==> src/rtl/wsd_pkg.sv <==
package wsd_pkg;
  typedef enum logic [1:0] {
    WS_OFF      = 2'b00,
    WS_FOUR_ONE = 2'b01,
    WS_DISP_RUN = 2'b10,
    WS_ACHAR    = 2'b11
  } ws_mode_e;

  localparam int unsigned GAP_RUN_LEN  = 4;
  localparam int unsigned DISP_RUN_LEN = 16;
  localparam int unsigned DISP_ERR_LO  = 2;
  localparam int unsigned DISP_ERR_HI  = 3;
endpackage

==> src/rtl/wsd_mode_ctrl.sv <==
module wsd_mode_ctrl
  import wsd_pkg::*;
(
  input  logic       clk,
  input  logic       rst_n,
  input  logic [1:0] mode,
  input  logic       grp_valid,
  output logic       clr,
  output logic       en_gap,
  output logic       en_disp,
  output logic       en_achar
);
  ws_mode_e mode_q;
  ws_mode_e mode_c;
  logic     take;

  assign mode_c = ws_mode_e'(mode);

  // Mode register: a change of select discards the group offered in that cycle.
  always_ff @(posedge clk) begin
    if (!rst_n) mode_q <= WS_OFF;
    else        mode_q <= mode_c;
  end

  assign clr      = (mode_c != mode_q);
  assign take     = grp_valid && !clr;
  assign en_gap   = take && (mode_c == WS_FOUR_ONE);
  assign en_disp  = take && (mode_c == WS_DISP_RUN);
  assign en_achar = take && (mode_c == WS_ACHAR);
endmodule

==> src/rtl/wsd_gap_det.sv <==
module wsd_gap_det #(
  parameter int unsigned RUN_LEN = 4
) (
  input  logic clk,
  input  logic rst_n,
  input  logic clr,
  input  logic en,
  input  logic idle,
  output logic hit
);
  localparam int unsigned CW = $clog2(RUN_LEN + 1);
  localparam logic [CW-1:0] FULL = CW'(RUN_LEN);

  logic [CW-1:0] cnt_q;

  // Saturating count of the IDLE run; a non-IDLE ends it.
  assign hit = en && !idle && (cnt_q == FULL);

  always_ff @(posedge clk) begin
    if (!rst_n || clr) begin
      cnt_q <= '0;
    end else if (en) begin
      if (!idle)              cnt_q <= '0;
      else if (cnt_q != FULL) cnt_q <= cnt_q + 1'b1;
    end
  end
endmodule

==> src/rtl/wsd_disp_run_det.sv <==
module wsd_disp_run_det #(
  parameter int unsigned RUN_LEN = 16,
  parameter int unsigned ERR_LO  = 2,
  parameter int unsigned ERR_HI  = 3
) (
  input  logic clk,
  input  logic rst_n,
  input  logic clr,
  input  logic en,
  input  logic idle,
  input  logic derr,
  output logic hit
);
  localparam int unsigned CW = $clog2(RUN_LEN + 2);
  localparam logic [CW-1:0] FULL = CW'(RUN_LEN);
  localparam logic [CW-1:0] LO   = CW'(ERR_LO);
  localparam logic [CW-1:0] HI   = CW'(ERR_HI);

  logic [CW-1:0] pos_q;
  logic [CW-1:0] nxt;
  logic          want_err;
  logic          sat;
  logic          fits;

  // Position the offered IDLE would take, and the disparity it must show there.
  assign nxt      = pos_q + 1'b1;
  assign want_err = (nxt >= LO) && (nxt <= HI);
  assign sat      = (pos_q == FULL);
  assign fits     = idle && (derr == want_err);
  assign hit      = en && !sat && fits && (nxt == FULL);

  always_ff @(posedge clk) begin
    if (!rst_n || clr) begin
      pos_q <= '0;
    end else if (en) begin
      if (!idle)      pos_q <= '0;
      else if (sat)   pos_q <= pos_q;
      else if (fits)  pos_q <= nxt;
      else if (!derr) pos_q <= CW'(1);
      else            pos_q <= '0;
    end
  end
endmodule

==> src/rtl/wordsync_event_det.sv <==
module wordsync_event_det
  import wsd_pkg::*;
#(
  parameter int unsigned GAP_LEN  = GAP_RUN_LEN,
  parameter int unsigned DISP_LEN = DISP_RUN_LEN,
  parameter int unsigned ERR_LO   = DISP_ERR_LO,
  parameter int unsigned ERR_HI   = DISP_ERR_HI
) (
  input  logic       clk,
  input  logic       rst_n,
  input  logic [1:0] mode,
  input  logic       grp_valid,
  input  logic       grp_idle,
  input  logic       grp_k28_3,
  input  logic       grp_disp_err,
  output logic       sync_event
);
  logic clr, en_gap, en_disp, en_achar;
  logic hit_gap, hit_disp, hit_achar;
  logic event_d;

  wsd_mode_ctrl u_ctrl (
    .clk      (clk),
    .rst_n    (rst_n),
    .mode     (mode),
    .grp_valid(grp_valid),
    .clr      (clr),
    .en_gap   (en_gap),
    .en_disp  (en_disp),
    .en_achar (en_achar)
  );

  wsd_gap_det #(.RUN_LEN(GAP_LEN)) u_gap (
    .clk  (clk),
    .rst_n(rst_n),
    .clr  (clr),
    .en   (en_gap),
    .idle (grp_idle),
    .hit  (hit_gap)
  );

  wsd_disp_run_det #(
    .RUN_LEN(DISP_LEN),
    .ERR_LO (ERR_LO),
    .ERR_HI (ERR_HI)
  ) u_disp (
    .clk  (clk),
    .rst_n(rst_n),
    .clr  (clr),
    .en   (en_disp),
    .idle (grp_idle),
    .derr (grp_disp_err),
    .hit  (hit_disp)
  );

  assign hit_achar = en_achar && grp_k28_3;
  assign event_d   = hit_gap || hit_disp || hit_achar;

  // Registered one-clock pulse.
  always_ff @(posedge clk) begin
    if (!rst_n) sync_event <= 1'b0;
    else        sync_event <= event_d;
  end
endmodule

==> config.mk <==
export PLATFORM = sky130hd
export DESIGN_NAME = wordsync_event_det
export DESIGN_NICKNAME = d
export VERILOG_FILES = /design/src/rtl/wsd_pkg.sv /design/src/rtl/wsd_mode_ctrl.sv /design/src/rtl/wsd_gap_det.sv /design/src/rtl/wsd_disp_run_det.sv /design/src/rtl/wordsync_event_det.sv
export SDC_FILE = /design/constraint.sdc
export NUM_CORES = 1
export LEC_CHECK = 0
export BUFFER_PORTS_ARGS = -buffer_cell sky130_fd_sc_hd__buf_2
export CORE_MARGIN = 2
export CORE_UTILIZATION = 40
export DETAILED_ROUTE_END_ITERATION = 10
export GPL_ROUTABILITY_DRIVEN = 0
export PLACE_DENSITY = 0.66
export SKIP_LAST_GASP = 1
export SYNTH_ARGS = -nofsm -noshare
export SYNTH_HDL_FRONTEND = slang
export SYNTH_SLANG_ARGS = --single-unit
==> constraint.sdc <==
create_clock -name clk -period 1.8 [get_ports clk]
set_input_delay 0.36 -clock clk [delete_from_list [all_inputs] [get_ports clk]]
set_output_delay 0.36 -clock clk [all_outputs]
set_load 0.02 [all_outputs]
Yosys cells after proc, flatten, opt, wreduce, memory -nomap -nowiden
Index checks and enable logic that the tools add are counted.
{"block": "classes", "addsub": 2, "n_reduce_logical": 21, "n_eq_ne": 11, "mux": 6, "n_lt_le_gt_ge": 2}
{"op": "5-bit 2-to-1 mux", "count": 3}
{"op": "1-bit logical AND", "count": 12}
{"op": "5-bit equality test (second input constant)", "count": 2}
{"op": "3-bit 2-to-1 mux", "count": 2}
{"op": "5-bit by 1-bit adder with 5-bit output (second input constant)", "count": 1}
{"op": "5-bit by 2-bit >= comparator with 1-bit output (second input constant)", "count": 1}
{"op": "5-bit by 2-bit less-or-equal comparator with 1-bit output (second input constant)", "count": 1}
{"op": "2-bit equality test (second input constant)", "count": 2}
{"op": "1-bit zero test", "count": 4}
{"op": "2-bit AND reduction", "count": 2}
{"op": "3-bit by 1-bit adder with 3-bit output (second input constant)", "count": 1}
{"op": "3-bit equality test (second input constant)", "count": 1}
{"op": "1-bit logical OR", "count": 3}
{"op": "3-bit != test (second input constant)", "count": 1}
{"op": "2-bit by 1-bit equality test with 1-bit output (second input constant)", "count": 1}
{"op": "2-bit by 1-bit != test with 1-bit output (second input constant)", "count": 1}
{"op": "2-bit != test", "count": 1}
{"op": "2-bit != test (second input constant)", "count": 1}
{"op": "1-bit equality test", "count": 1}
{"op": "1-bit 2-to-1 mux", "count": 1}
{"block": "word_totals", "out_inout_bits": 1, "register_bits": 11, "wordCells": 46, "input_bits": 8}

Depth between registers and ports, before layout
Gate-level depths: netlist of run 1.
{"block": "logic_depth", "depth_word": 9, "mapped_depth": 7}

By module
Synthesis of run 1 repeated with hierarchy kept, for this count alone.
{"block": "unflattened", "cells_unflattened": 99, "area_unflattened_um2": 815.8}
{"module": "wsd_disp_run_det", "cells_each": 63, "n_inst": 1, "area_per_inst_um2": 493.0}
{"module": "wsd_gap_det", "cells_each": 21, "n_inst": 1, "area_per_inst_um2": 178.9}
{"module": "wsd_mode_ctrl", "cells_each": 12, "n_inst": 1, "area_per_inst_um2": 110.1}
{"module": "wordsync_event_det", "cells_each": 3, "n_inst": 1, "area_per_inst_um2": 33.8}

Least setup slack after synthesis of run 1
No wires, ideal clock.
{"block": "synth_path", "kind": "flip-flop to flip-flop", "start": "register u_disp.pos_q[0]", "end": "register u_disp.pos_q[2]", "setup_slack_ns": -0.081, "setup_time_ns": 0.145, "t_arrival_ns": 1.737, "synth_period_minus_slack_ns": 1.881, "path_stages_with_launch": 7, "required_ns": 1.655, "n_path_buf": 0, "cell_sequence": "dfxtp_1 ha_1 nand3_1 xnor2_4 or4_4 nand4_1 a31oi_1"}
{"block": "synth_between", "elab_chain_cells": 8, "elab_cells_between_ends": 12, "cone_classes": "add/sub (1); order compare (2); eq/ne (3); mux (3); reduce/logical (3)"}
{"item": "start, declared", "line": "wsd_disp_run_det.sv:19", "rtl": "logic [CW-1:0] pos_q;"}
{"item": "start signal, assigned", "line": "wsd_disp_run_det.sv:37", "rtl": "else if (sat) pos_q <= pos_q;"}
{"item": "start signal, assigned", "line": "wsd_disp_run_det.sv:38", "rtl": "else if (fits) pos_q <= nxt;"}
{"item": "5-bit by 1-bit adder with 5-bit output", "line": "wsd_disp_run_det.sv:26", "rtl": "assign nxt = pos_q + 1'b1;"}
{"item": "5-bit by 2-bit >= comparator with 1-bit output / 5-bit by 2-bit less-or-equal comparator with 1-bit output (equally long branches)", "line": "wsd_disp_run_det.sv:27", "rtl": "assign want_err = (nxt >= LO) && (nxt <= HI);"}
{"item": "1-bit logical AND", "line": "wsd_disp_run_det.sv:27"}
{"item": "1-bit equality test", "line": "wsd_disp_run_det.sv:29", "rtl": "assign fits = idle && (derr == want_err);"}
{"item": "1-bit logical AND", "line": "wsd_disp_run_det.sv:29"}
{"item": "5-bit 2-to-1 mux", "line": "wsd_disp_run_det.sv:38"}
{"item": "5-bit 2-to-1 mux", "line": "wsd_disp_run_det.sv:37"}
{"item": "5-bit 2-to-1 mux", "line": "wsd_disp_run_det.sv:36", "rtl": "if (!idle) pos_q <= '0;"}
Parallel ways exist; a longest one is shown, timed or not. The select of a mux whose other input is x is not followed.
A chain may end at the register's enable or synchronous reset.

Worst setup path in the final report of run 1
{"block": "layout_path", "start": "register u_disp.pos_q[3]", "end": "register u_disp.pos_q[3]"}
The elaborated chain is that of the path after synthesis.

==> results of run 1 <==
[worst min path at each step]
stage | startpoint | end | slack (ns) | depth (start not counted)
2_1_floorplan | rst_n | sync_event | 0.48 | 1
3_3_place_gp | u_gap.cnt_q[2] | u_gap.cnt_q[2] | 0.52 | 2
3_5_place_dp | u_gap.cnt_q[2] | u_gap.cnt_q[2] | 0.54 | 2
4_1_cts | mode[0] | u_ctrl.mode_q[0] | 0.33 | 2
5_1_grt | mode[0] | u_ctrl.mode_q[0] | 0.34 | 2
6_report | mode[0] | u_ctrl.mode_q[0] | 0.33 | 2
[cells by family (layout without fill, tap and decap cells)]
group | Yosys count | count (layout)
compound gates | 20 | 20
xor+xnor | 1 | 1
fa+ha+maj | 7 | 7
buf+inv | 8 | 29
flops | 11 | 11
mux | 1 | 1
simple gates | 42 | 42
[cell usage in the layout (no fill, tap or decap), drive strengths merged, types with 2 or more instances in the layout]
| cell | count |
|---|---|
| inv | 7 |
| nand2 | 8 |
| nand4 | 3 |
| a211oi | 2 |
| dfxtp | 11 |
| nor4 | 2 |
| ha | 7 |
| o2111ai | 2 |
| nor2 | 7 |
| a31oi | 2 |
| a21oi | 6 |
| nand3 | 5 |
| and2 | 5 |
| nand3b | 2 |
| buf | 18 |
| clkbuf | 4 |
| nor3 | 5 |
| o21a | 2 |
[per-layer routing]
layer | global-route usage [%] | share of wire (%) | vias to the layer above
li1 | - | - | 370
met1 | 22.5 | 48 | 340
met2 | 26.3 | 46 | 16
met3 | 7.04 | 4.9 | 7
met4 | 5.95 | 1.5 | 0
met5 | 0 | 0 | -
[through the flow]
stage	total power, mW	area (µm²)	setup WS, ns
finish	0.451	992	0.131
detailed placement	0.289	917	0.0265
floorplan	0.272	786	0.0164
global placement	0.288	917	0.0742
global route	0.471	992	0.0396
CTS	0.457	943	0.0204
[layout make-up]
type	count	share of cell area, %
Timing Repair Buffer	18	11.6
Tap cell	25	3.15
Inverter	7	2.90
Sequential cell	11	22.7
Multi-Input combinational cell	71	57.0
Clock buffer	4	2.65
[synthesized netlist by cell type, types with 2 or more instances]
cell type | instances | area, µm²
sky130_fd_sc_hd__nor2_1 | 7 | 26.3
sky130_fd_sc_hd__nand3b_1 | 2 | 15.0
sky130_fd_sc_hd__and2_2 | 3 | 22.5
sky130_fd_sc_hd__and2_1 | 2 | 12.5
sky130_fd_sc_hd__nor3_1 | 5 | 25.0
sky130_fd_sc_hd__nor4_1 | 2 | 12.5
sky130_fd_sc_hd__inv_1 | 7 | 26.3
sky130_fd_sc_hd__nand4_1 | 3 | 18.8
sky130_fd_sc_hd__nand3_1 | 5 | 25.0
sky130_fd_sc_hd__dfxtp_1 | 11 | 220
sky130_fd_sc_hd__a31oi_1 | 2 | 12.5
sky130_fd_sc_hd__a211oi_1 | 2 | 15.0
sky130_fd_sc_hd__a21oi_1 | 6 | 30.0
sky130_fd_sc_hd__nand2_1 | 8 | 30.0
sky130_fd_sc_hd__o21a_1 | 2 | 15.0
sky130_fd_sc_hd__ha_1 | 7 | 87.6
[timing repair]
action / 4_1_cts / 5_1_grt
resized for setup: 0 / 9
setup buffers: 0 / 2
setup endpoints to repair: 0 / 4
hold buffers: 0 / 0
[report_power, final]
| group | switching, mW | internal (mW) |
|---|---|---|
| Sequential | 0.00191 | 0.244 |
| Combinational | 0.0214 | 0.0143 |
| Clock | 0.0835 | 0.0859 |
| Total | 0.107 | 0.344 |
[critical path: stages, from the launching register on]
cell,delay (ns)
sky130_fd_sc_hd__dfxtp_1,0.49
sky130_fd_sc_hd__nand3_2,0.18
sky130_fd_sc_hd__xnor2_4,0.18
sky130_fd_sc_hd__or4_4,0.52
sky130_fd_sc_hd__o2111ai_1,0.10
sky130_fd_sc_hd__a21oi_1,0.09
[state kept, by name, indices dropped and copies added, names as in the netlist]
| register | count |
|---|---|
| u_disp.pos_q | 5 |
| sync_event | 1 |
| u_ctrl.mode_q | 2 |
| u_gap.cnt_q | 3 |
==> impl_metrics.yaml, run 1 <==
critical_path:
  end_kind: "register"
  timing.reg2reg.setup_slack_ns: 0.13
  critical_path.reg2reg.startpoint: "u_disp.pos_q[3]"
  endpoint: "u_disp.pos_q[3]"
  timing.critical_path.arrival_ns: 1.83
  r2r.worst_path.cells: 5
  critical_path_class: "reg -> reg"
  worstSetupStartpoint: "u_disp.pos_q[3]"
  worst_r2r_endpoint: "u_disp.pos_q[3]"
  highest_net_fanout_along_the_worst_path: 8
  worst_ep_required_time_ns: 1.96
  crit_path_start_kind: "register"
die:
  core_area_um2: 1780
  die_y_um: 48.2
  io_pins: 9
  die_width_um: 48.2
  floorplan.initialDensity_pct: 43.8
  num_rows: 15
  die_area_um2: 2320
placed_design:
  place.detailed.hpwl_um: 1230
  io_buffer_count: 8
  dp_cells: 131
yosys:
  syn-instance-count: 90
  post_synth_mux_area_share_pct: 1.28
  synth_compound_gate_area_share_pct: 21.2
  postSynthAreaPerCell_um2: 8.67
  synth_warnings: 0
  synth_fp_nets: 105
  synth-adder-area-share_pct: 11.2
  synth.ff_latch_count: 11
  synth_cell_type_count: 32
  synth_top_flop_cell: "sky130_fd_sc_hd__dfxtp_1"
  synth_top_family_by_area: "simple AND/OR/NAND/NOR gates"
  async_set_or_reset_register_ratio_after_synthesis_pct: 0
  synthSimpleGateAreaFrac_pct: 30.3
  synth-xor-area-share_pct: 3.53
  synth_enable_flop_cells: 0
  synth_seq_area_share_pct: 28.2
  synthesis.area_um2: 781
sta:
  achievable-frequency_mhz: 599
  finalSetupTns_ns: 0
  hold-worst-slack_ns: 0.332
  fin_worst_skew_ns: 0.00263
  fin_crit_sh_pct: 92.7
  grt_setup_unrepaired: "no"
  timing_hold_violations_final: 0
  final_max_slew_viol_count: 0
  slew_of_the_pin_with_the_lowest_slew_margin_ns: 0.431
  endpoints_failing_setup: 0
  timing.final.crit_period_ns: 1.67
  timing.slew.headroom_pct: 71.1
final_layout:
  drive_above_1_share_pct: 35.1
  num-nets-final: 127
  register_area_um2: 225
  syn_to_final_growth_pct: 27.1
  n_antenna_cell: 0
  fin_cells: 136
  post-route-util_pct: 55.6
  multi_input_comb_area_um2: 566
  fillerInstances: 163
routing:
  detail_route.wirelength_um: 1690
  drt.antenna.violating_nets: 0
  avgViaCountPerCell: 5.39
  drt_iter0_drcs: 14
  drc: 0
  wire_per_inst_um: 12.4
  first_pass_iters: 4
  via_count: 733
run_status:
  outcome: "completed"
run:
  max-cap-violations: 0
global_route:
  grt_overflow_total: 0
  grt_first_pass_wirelength_um: 2750
  maximum_number_of_pins_on_one_net_before_global_route_repair: 10
  grt_pass1_vias: 662
  initial_antenna_violation_count: 0
  track_usage_pct: 17.4
hold_path:
  hold_path_class: "in -> reg"
cts:
  cts.sinks: 11
  maximum_level_of_the_cts_h_tree: 1
  clockRootBuffer: "sky130_fd_sc_hd__clkbuf_4"
  tritoncts: "yes"
  clk_pin_slew_worst_paths_ns: 0.07
  cts.path.max_buffers: 2
  cts-buffers-inserted: 3
  clkLatencyLatePin_ns: 0.27
power_and_ir_drop:
  pwr_density_cell_nw_per_um2: 455
  ir_drop_uv: 419
  static-leakage-power_nw: 0.370
No activity file was read; power rests on OpenSTA's default activity.
==> run 2: changes to the inputs <==
--- a/config.mk
+++ b/config.mk
@@ -11,6 +11,8 @@
 export DETAILED_ROUTE_END_ITERATION = 10
 export GPL_ROUTABILITY_DRIVEN = 0
 export PLACE_DENSITY = 0.66
+export REMOVE_ABC_BUFFERS = 1
+export SETUP_SLACK_MARGIN = 0.5
 export SKIP_LAST_GASP = 1
 export SYNTH_ARGS = -nofsm -noshare
 export SYNTH_HDL_FRONTEND = slang
==> impl_metrics.yaml, run 2 (synthesized netlist as in run 1, its figures left out) <==
cts:
  cts.sinks: 11
  clk_pin_slew_worst_paths_ns: 0.07
  cts-buffers-inserted: 3
  tritoncts: "yes"
  clkLatencyLatePin_ns: 0.27
  cts.path.max_buffers: 2
  maximum_level_of_the_cts_h_tree: 1
  clockRootBuffer: "sky130_fd_sc_hd__clkbuf_4"
  cts_hold_buffers: 0
sta:
  slew_of_the_pin_with_the_lowest_slew_margin_ns: 0.318
  finalSetupTns_ns: 0
  final_max_slew_viol_count: 0
  timing.slew.headroom_pct: 78.6
  fin_worst_skew_ns: 0.000631
  endpoints_failing_setup: 0
  postLayoutSetupSlackWorst_ns: 0.0706
  timing.final.crit_period_ns: 1.73
  fin_crit_sh_pct: 96.1
  timing_hold_violations_final: 0
  hold-worst-slack_ns: 0.328
  grt_setup_unrepaired: "yes"
  achievable-frequency_mhz: 578
global_route:
  grt_first_pass_wirelength_um: 3150
  track_usage_pct: 19.8
  grt_overflow_total: 0
  initial_antenna_violation_count: 0
  grt_pass1_vias: 743
  maximum_number_of_pins_on_one_net_before_global_route_repair: 10
final_layout:
  registers.top_by_ff_count: "u_disp.pos_q"
  n_antenna_cell: 0
  num-nets-final: 131
  largest_register_ff_count: 5
  reg_top3: "u_disp.pos_q: 5 flops, u_gap.cnt_q: 3 flops, u_ctrl.mode_q: 2 flops"
  post-route-util_pct: 61.0
  summed_area_of_non_filler_cells_in_the_final_layout_um2: 1090
  fin_cells: 140
  syn_to_final_growth_pct: 39.3
  drive_above_1_share_pct: 40.9
  final_cell_mix: "13 x sky130_fd_sc_hd__buf_4, 8 x sky130_fd_sc_hd__nand2_1, 8 x sky130_fd_sc_hd__buf_2, 8 x sky130_fd_sc_hd__dfxtp_1, 7 x sky130_fd_sc_hd__nor2_1"
  final_common_cell: "sky130_fd_sc_hd__buf_4"
routing:
  avgViaCountPerCell: 5.37
  wire_per_inst_um: 13.7
  drc: 0
  drt_iter0_drcs: 14
  drt.antenna.violating_nets: 0
  first_pass_iters: 4
  detail_route.wirelength_um: 1910
  via_count: 752
power_and_ir_drop:
  final_power_uw: 456
  ir_drop_uv: 261
  static-leakage-power_nw: 0.392
  pwr_density_cell_nw_per_um2: 419
placed_design:
  dp_cells: 131
  dp_worst_setup_slack_ns: 0.00374
  io_buffer_count: 8
  placement.cell_area_um2: 912
  place.detailed.hpwl_um: 1280
critical_path:
  r2r.worst_path.cells: 8
  highest_net_fanout_along_the_worst_path: 4
  worst_ep_required_time_ns: 1.96
  endpoint: "u_disp.pos_q[2]"
  critical_path_class: "reg -> reg"
  timing.reg2reg.setup_slack_ns: 0.07
  timing.critical_path.arrival_ns: 1.89
  end_kind: "register"
  worst_r2r_endpoint: "u_disp.pos_q[2]"
  crit_path_start_kind: "register"
  critical_path.reg2reg.startpoint: "u_disp.pos_q[1]"
  worstSetupStartpoint: "u_disp.pos_q[1]"
run:
  max-cap-violations: 0
die:
  num_rows: 15
  die_y_um: 48.2
  floorplan.initialDensity_pct: 43.8
  io_pins: 9
  die_width_um: 48.2
  core_area_um2: 1780
  die_area_um2: 2320
hold_path:
  hold_path_class: "in -> reg"
run_status:
  outcome: "completed"
-- run 2: cell type report --
cell class                 instances  area, µm²
fill                             141        696
clock buffer                       4       26.3
multi-input combinational         71        621
timing repair buffer              22        149
sequential                        11        229
tap                               25       31.3
inverter                           7       31.3
-- run 2: worst min path at each step --
stage,startpoint,to,depth (start not counted)
floorplan,rst_n,sync_event,1
global placement,u_gap.cnt_q[2],u_gap.cnt_q[2],2
detailed placement,u_gap.cnt_q[2],u_gap.cnt_q[2],2
CTS,rst_n,sync_event,2
global route,rst_n,u_ctrl.mode_q[0],2
finish,rst_n,sync_event,2
-- run 2: timing repair --
| action | 4_1_cts | 5_1_grt |
|---|---|---|
| setup buffers | 4 | 1 |
| resized for setup | 19 | 5 |
| endpoints found under the setup margin | 8 | 8 |
| pin swaps | 7 | 2 |
-- run 2: where the power goes --
part,switching (mW),total [mW],internal [mW]
logic,0.0258,0.0419,0.0161
registers,0.00240,0.245,0.243
clock network,0.0831,0.169,0.0859
total,0.111,0.456,0.345
-- run 2: per-layer routing --
metal  vias to the layer above  global-route usage (%)  part of all wire [%]
li1                        383                       -                     -
met1                       345                    24.0                    45
met2                        18                    31.1                    48
met3                         6                    6.67                   5.0
met4                         0                    10.3                   1.9
met5                         -                       0                     0
-- run 2: worst max-delay path: stages, from the launching register on --
cell	delay (ns)
sky130_fd_sc_hd__dfxtp_4	0.39
sky130_fd_sc_hd__inv_4	0.05
sky130_fd_sc_hd__ha_4	0.25
sky130_fd_sc_hd__o21a_1	0.10
sky130_fd_sc_hd__a21oi_1	0.04
sky130_fd_sc_hd__buf_4	0.15
sky130_fd_sc_hd__or4_4	0.44
sky130_fd_sc_hd__nand4_1	0.11
sky130_fd_sc_hd__a31oi_1	0.08
==> run 3: changes to the inputs <==
--- a/config.mk
+++ b/config.mk
@@ -5,12 +5,12 @@
 export SDC_FILE = /design/constraint.sdc
 export NUM_CORES = 1
 export LEC_CHECK = 0
-export BUFFER_PORTS_ARGS = -buffer_cell sky130_fd_sc_hd__buf_2
 export CORE_MARGIN = 2
 export CORE_UTILIZATION = 40
 export DETAILED_ROUTE_END_ITERATION = 10
+export DONT_BUFFER_PORTS = 1
 export GPL_ROUTABILITY_DRIVEN = 0
-export PLACE_DENSITY = 0.66
+export PLACE_DENSITY = 0.62
 export REMOVE_ABC_BUFFERS = 1
 export SETUP_SLACK_MARGIN = 0.5
 export SKIP_LAST_GASP = 1
==> impl_metrics.yaml, run 3 (synthesized netlist as in run 1, its figures left out) <==
placed_design:
  io_buffer_count: 0
  place.detailed.hpwl_um: 1380
  placement.cell_area_um2: 887
critical_path:
  worst_r2r_endpoint: "u_disp.pos_q[1]"
  highest_net_fanout_along_the_worst_path: 5
  end_kind: "register"
  crit_path_start_kind: "register"
  timing.critical_path.arrival_ns: 1.92
  timing.reg2reg.setup_slack_ns: 0.09
  critical_path_class: "reg -> reg"
  r2r.worst_path.cells: 7
  worst_ep_required_time_ns: 2.01
  critical_path.reg2reg.startpoint: "u_disp.pos_q[0]"
  worstSetupStartpoint: "u_disp.pos_q[0]"
run:
  max-cap-violations: 0
routing:
  drt.antenna.violating_nets: 0
  drc: 0
  detail_route.wirelength_um: 2270
  via_count: 786
  first_pass_iters: 4
  avgViaCountPerCell: 5.70
  wire_per_inst_um: 16.4
  drt_iter0_drcs: 8
sta:
  hold-worst-slack_ns: 0.193
  timing.final.crit_period_ns: 1.71
  timing_hold_violations_final: 0
  slew_of_the_pin_with_the_lowest_slew_margin_ns: 0.376
  endpoints_failing_setup: 0
  timing.slew.headroom_pct: 74.8
  fin_crit_sh_pct: 94.9
  fin_worst_skew_ns: 0.00298
  grt_setup_unrepaired: "yes"
  final_max_slew_viol_count: 0
  achievable-frequency_mhz: 586
cts:
  clkLatencyLatePin_ns: 0.28
  clk_pin_slew_worst_paths_ns: 0.08
  cts.sinks: 11
  cts.path.max_buffers: 2
  maximum_level_of_the_cts_h_tree: 1
  clockRootBuffer: "sky130_fd_sc_hd__clkbuf_4"
  cts-buffers-inserted: 3
  cts_hold_buffers: 0
  tritoncts: "yes"
power_and_ir_drop:
  pwr_density_cell_nw_per_um2: 395
  static-leakage-power_nw: 0.414
  seqPwrFrac_pct: 53.9
  power.net_switching_uw: 115
  ir_drop_uv: 406
  intPower_uw: 340
  power.combinational.fraction_pct: 6.6
  clock_power_share_pct: 39.5
  power_switching_share_pct: 25.2
final_layout:
  largest_register_ff_count: 5
  fillerInstances: 130
  num-nets-final: 129
  final_common_cell: "sky130_fd_sc_hd__buf_4"
  final_cell_mix: "13 x sky130_fd_sc_hd__buf_4, 7 x sky130_fd_sc_hd__nand2_1, 7 x sky130_fd_sc_hd__buf_6, 6 x sky130_fd_sc_hd__nor2_1"
  registers.top_by_ff_count: "u_disp.pos_q"
  reg_top3: "u_disp.pos_q: 5 flops, u_gap.cnt_q: 3 flops, u_ctrl.mode_q: 2 flops"
  syn_to_final_growth_pct: 47.3
  summed_area_of_non_filler_cells_in_the_final_layout_um2: 1150
  drive_above_1_share_pct: 46.9
  n_antenna_cell: 0
hold_path:
  worst_hold_path.num_cells: 1
  hold_path_class: "in -> reg"
  beginning_of_the_worst_hold_path: "rst_n"
  worstHoldEndpoint: "sync_event"
global_route:
  track_usage_pct: 22.3
  grt_first_pass_wirelength_um: 3550
  grt_pass1_vias: 809
  initial_antenna_violation_count: 0
  maximum_number_of_pins_on_one_net_before_global_route_repair: 10
  grt_overflow_total: 0
die:
  die_y_um: 48.2
  die_area_um2: 2320
  floorplan.initialDensity_pct: 43.8
  io_pins: 9
  die_width_um: 48.2
  core_area_um2: 1780
  num_rows: 15
run_status:
  outcome: "completed"
[run 3: final cells by class]
| class | instances | area [µm²] | area share [%] |
|---|---|---|---|
| Multi-Input combinational cell | 71 | 652 | 56.7 |
| Clock buffer | 4 | 26.3 | 2.29 |
| Inverter | 7 | 28.8 | 2.50 |
| Tap cell | 25 | 31.3 | 2.72 |
| Timing Repair Buffer | 20 | 176 | 15.3 |
| Sequential cell | 11 | 235 | 20.5 |
[run 3: worst max-delay path, stage by stage (launching register included)]
cell	delay [ns]
sky130_fd_sc_hd__dfxtp_4	0.40
sky130_fd_sc_hd__ha_4	0.17
sky130_fd_sc_hd__buf_6	0.10
sky130_fd_sc_hd__a41oi_2	0.10
sky130_fd_sc_hd__buf_4	0.18
sky130_fd_sc_hd__o31ai_4	0.33
sky130_fd_sc_hd__nand4_1	0.19
sky130_fd_sc_hd__a21oi_2	0.16
[run 3: metrics by stage]
| step | std cells | TNS (ns) | utilization, % | setup WS [ns] | power, mW |
|---|---|---|---|---|---|
| floorplan | 89 | -0.216 | - | -0.0813 | 0.269 |
| global placement | 125 | -0.0560 | 49.8 | -0.0369 | 0.275 |
| detailed placement | 125 | -0.0331 | 49.8 | -0.0125 | 0.276 |
| CTS | 135 | 0 | 60.5 | 0.142 | 0.450 |
| global route | 138 | 0 | 64.5 | 0.0302 | 0.463 |
| finish | 138 | 0 | 64.5 | 0.0923 | 0.454 |
[run 3: worst max path at each step]
stage                                  to  slack (ns)  cells after the start
after floorplan           u_disp.pos_q[2]       -0.08                      6
after global placement    u_disp.pos_q[1]       -0.04                      7
after detailed placement  u_disp.pos_q[2]       -0.01                      7
after CTS                 u_disp.pos_q[2]        0.14                      6
after global routing      u_disp.pos_q[1]        0.03                      7
final                     u_disp.pos_q[1]        0.09                      7
[run 3: power groups by stage]
stage	clock, mW	combinational [mW]	sequential [mW]
floorplan	0	0.0163	0.253
global placement	0	0.0214	0.253
detailed placement	0	0.0222	0.253
CTS	0.182	0.0251	0.243
global route	0.186	0.0322	0.245
finish	0.179	0.0301	0.245
[run 3: what timing repair did]
item | 4_1_cts | 5_1_grt
pin swaps | 5 | 15
endpoints found under the hold margin | 0 | 0
buffers inserted | 6 | 3
resized for setup | 27 | 14
endpoints found under the setup margin | 7 | 9
[run 3: metal layers]
metal | vias to the layer above | global-route usage, % | part of all wire, %
met5 | - | 0 | 0
met1 | 375 | 29.1 | 43
met4 | 0 | 7.03 | 2.7
met3 | 9 | 6.30 | 5.4
li1 | 381 | - | -
met2 | 21 | 35.5 | 49
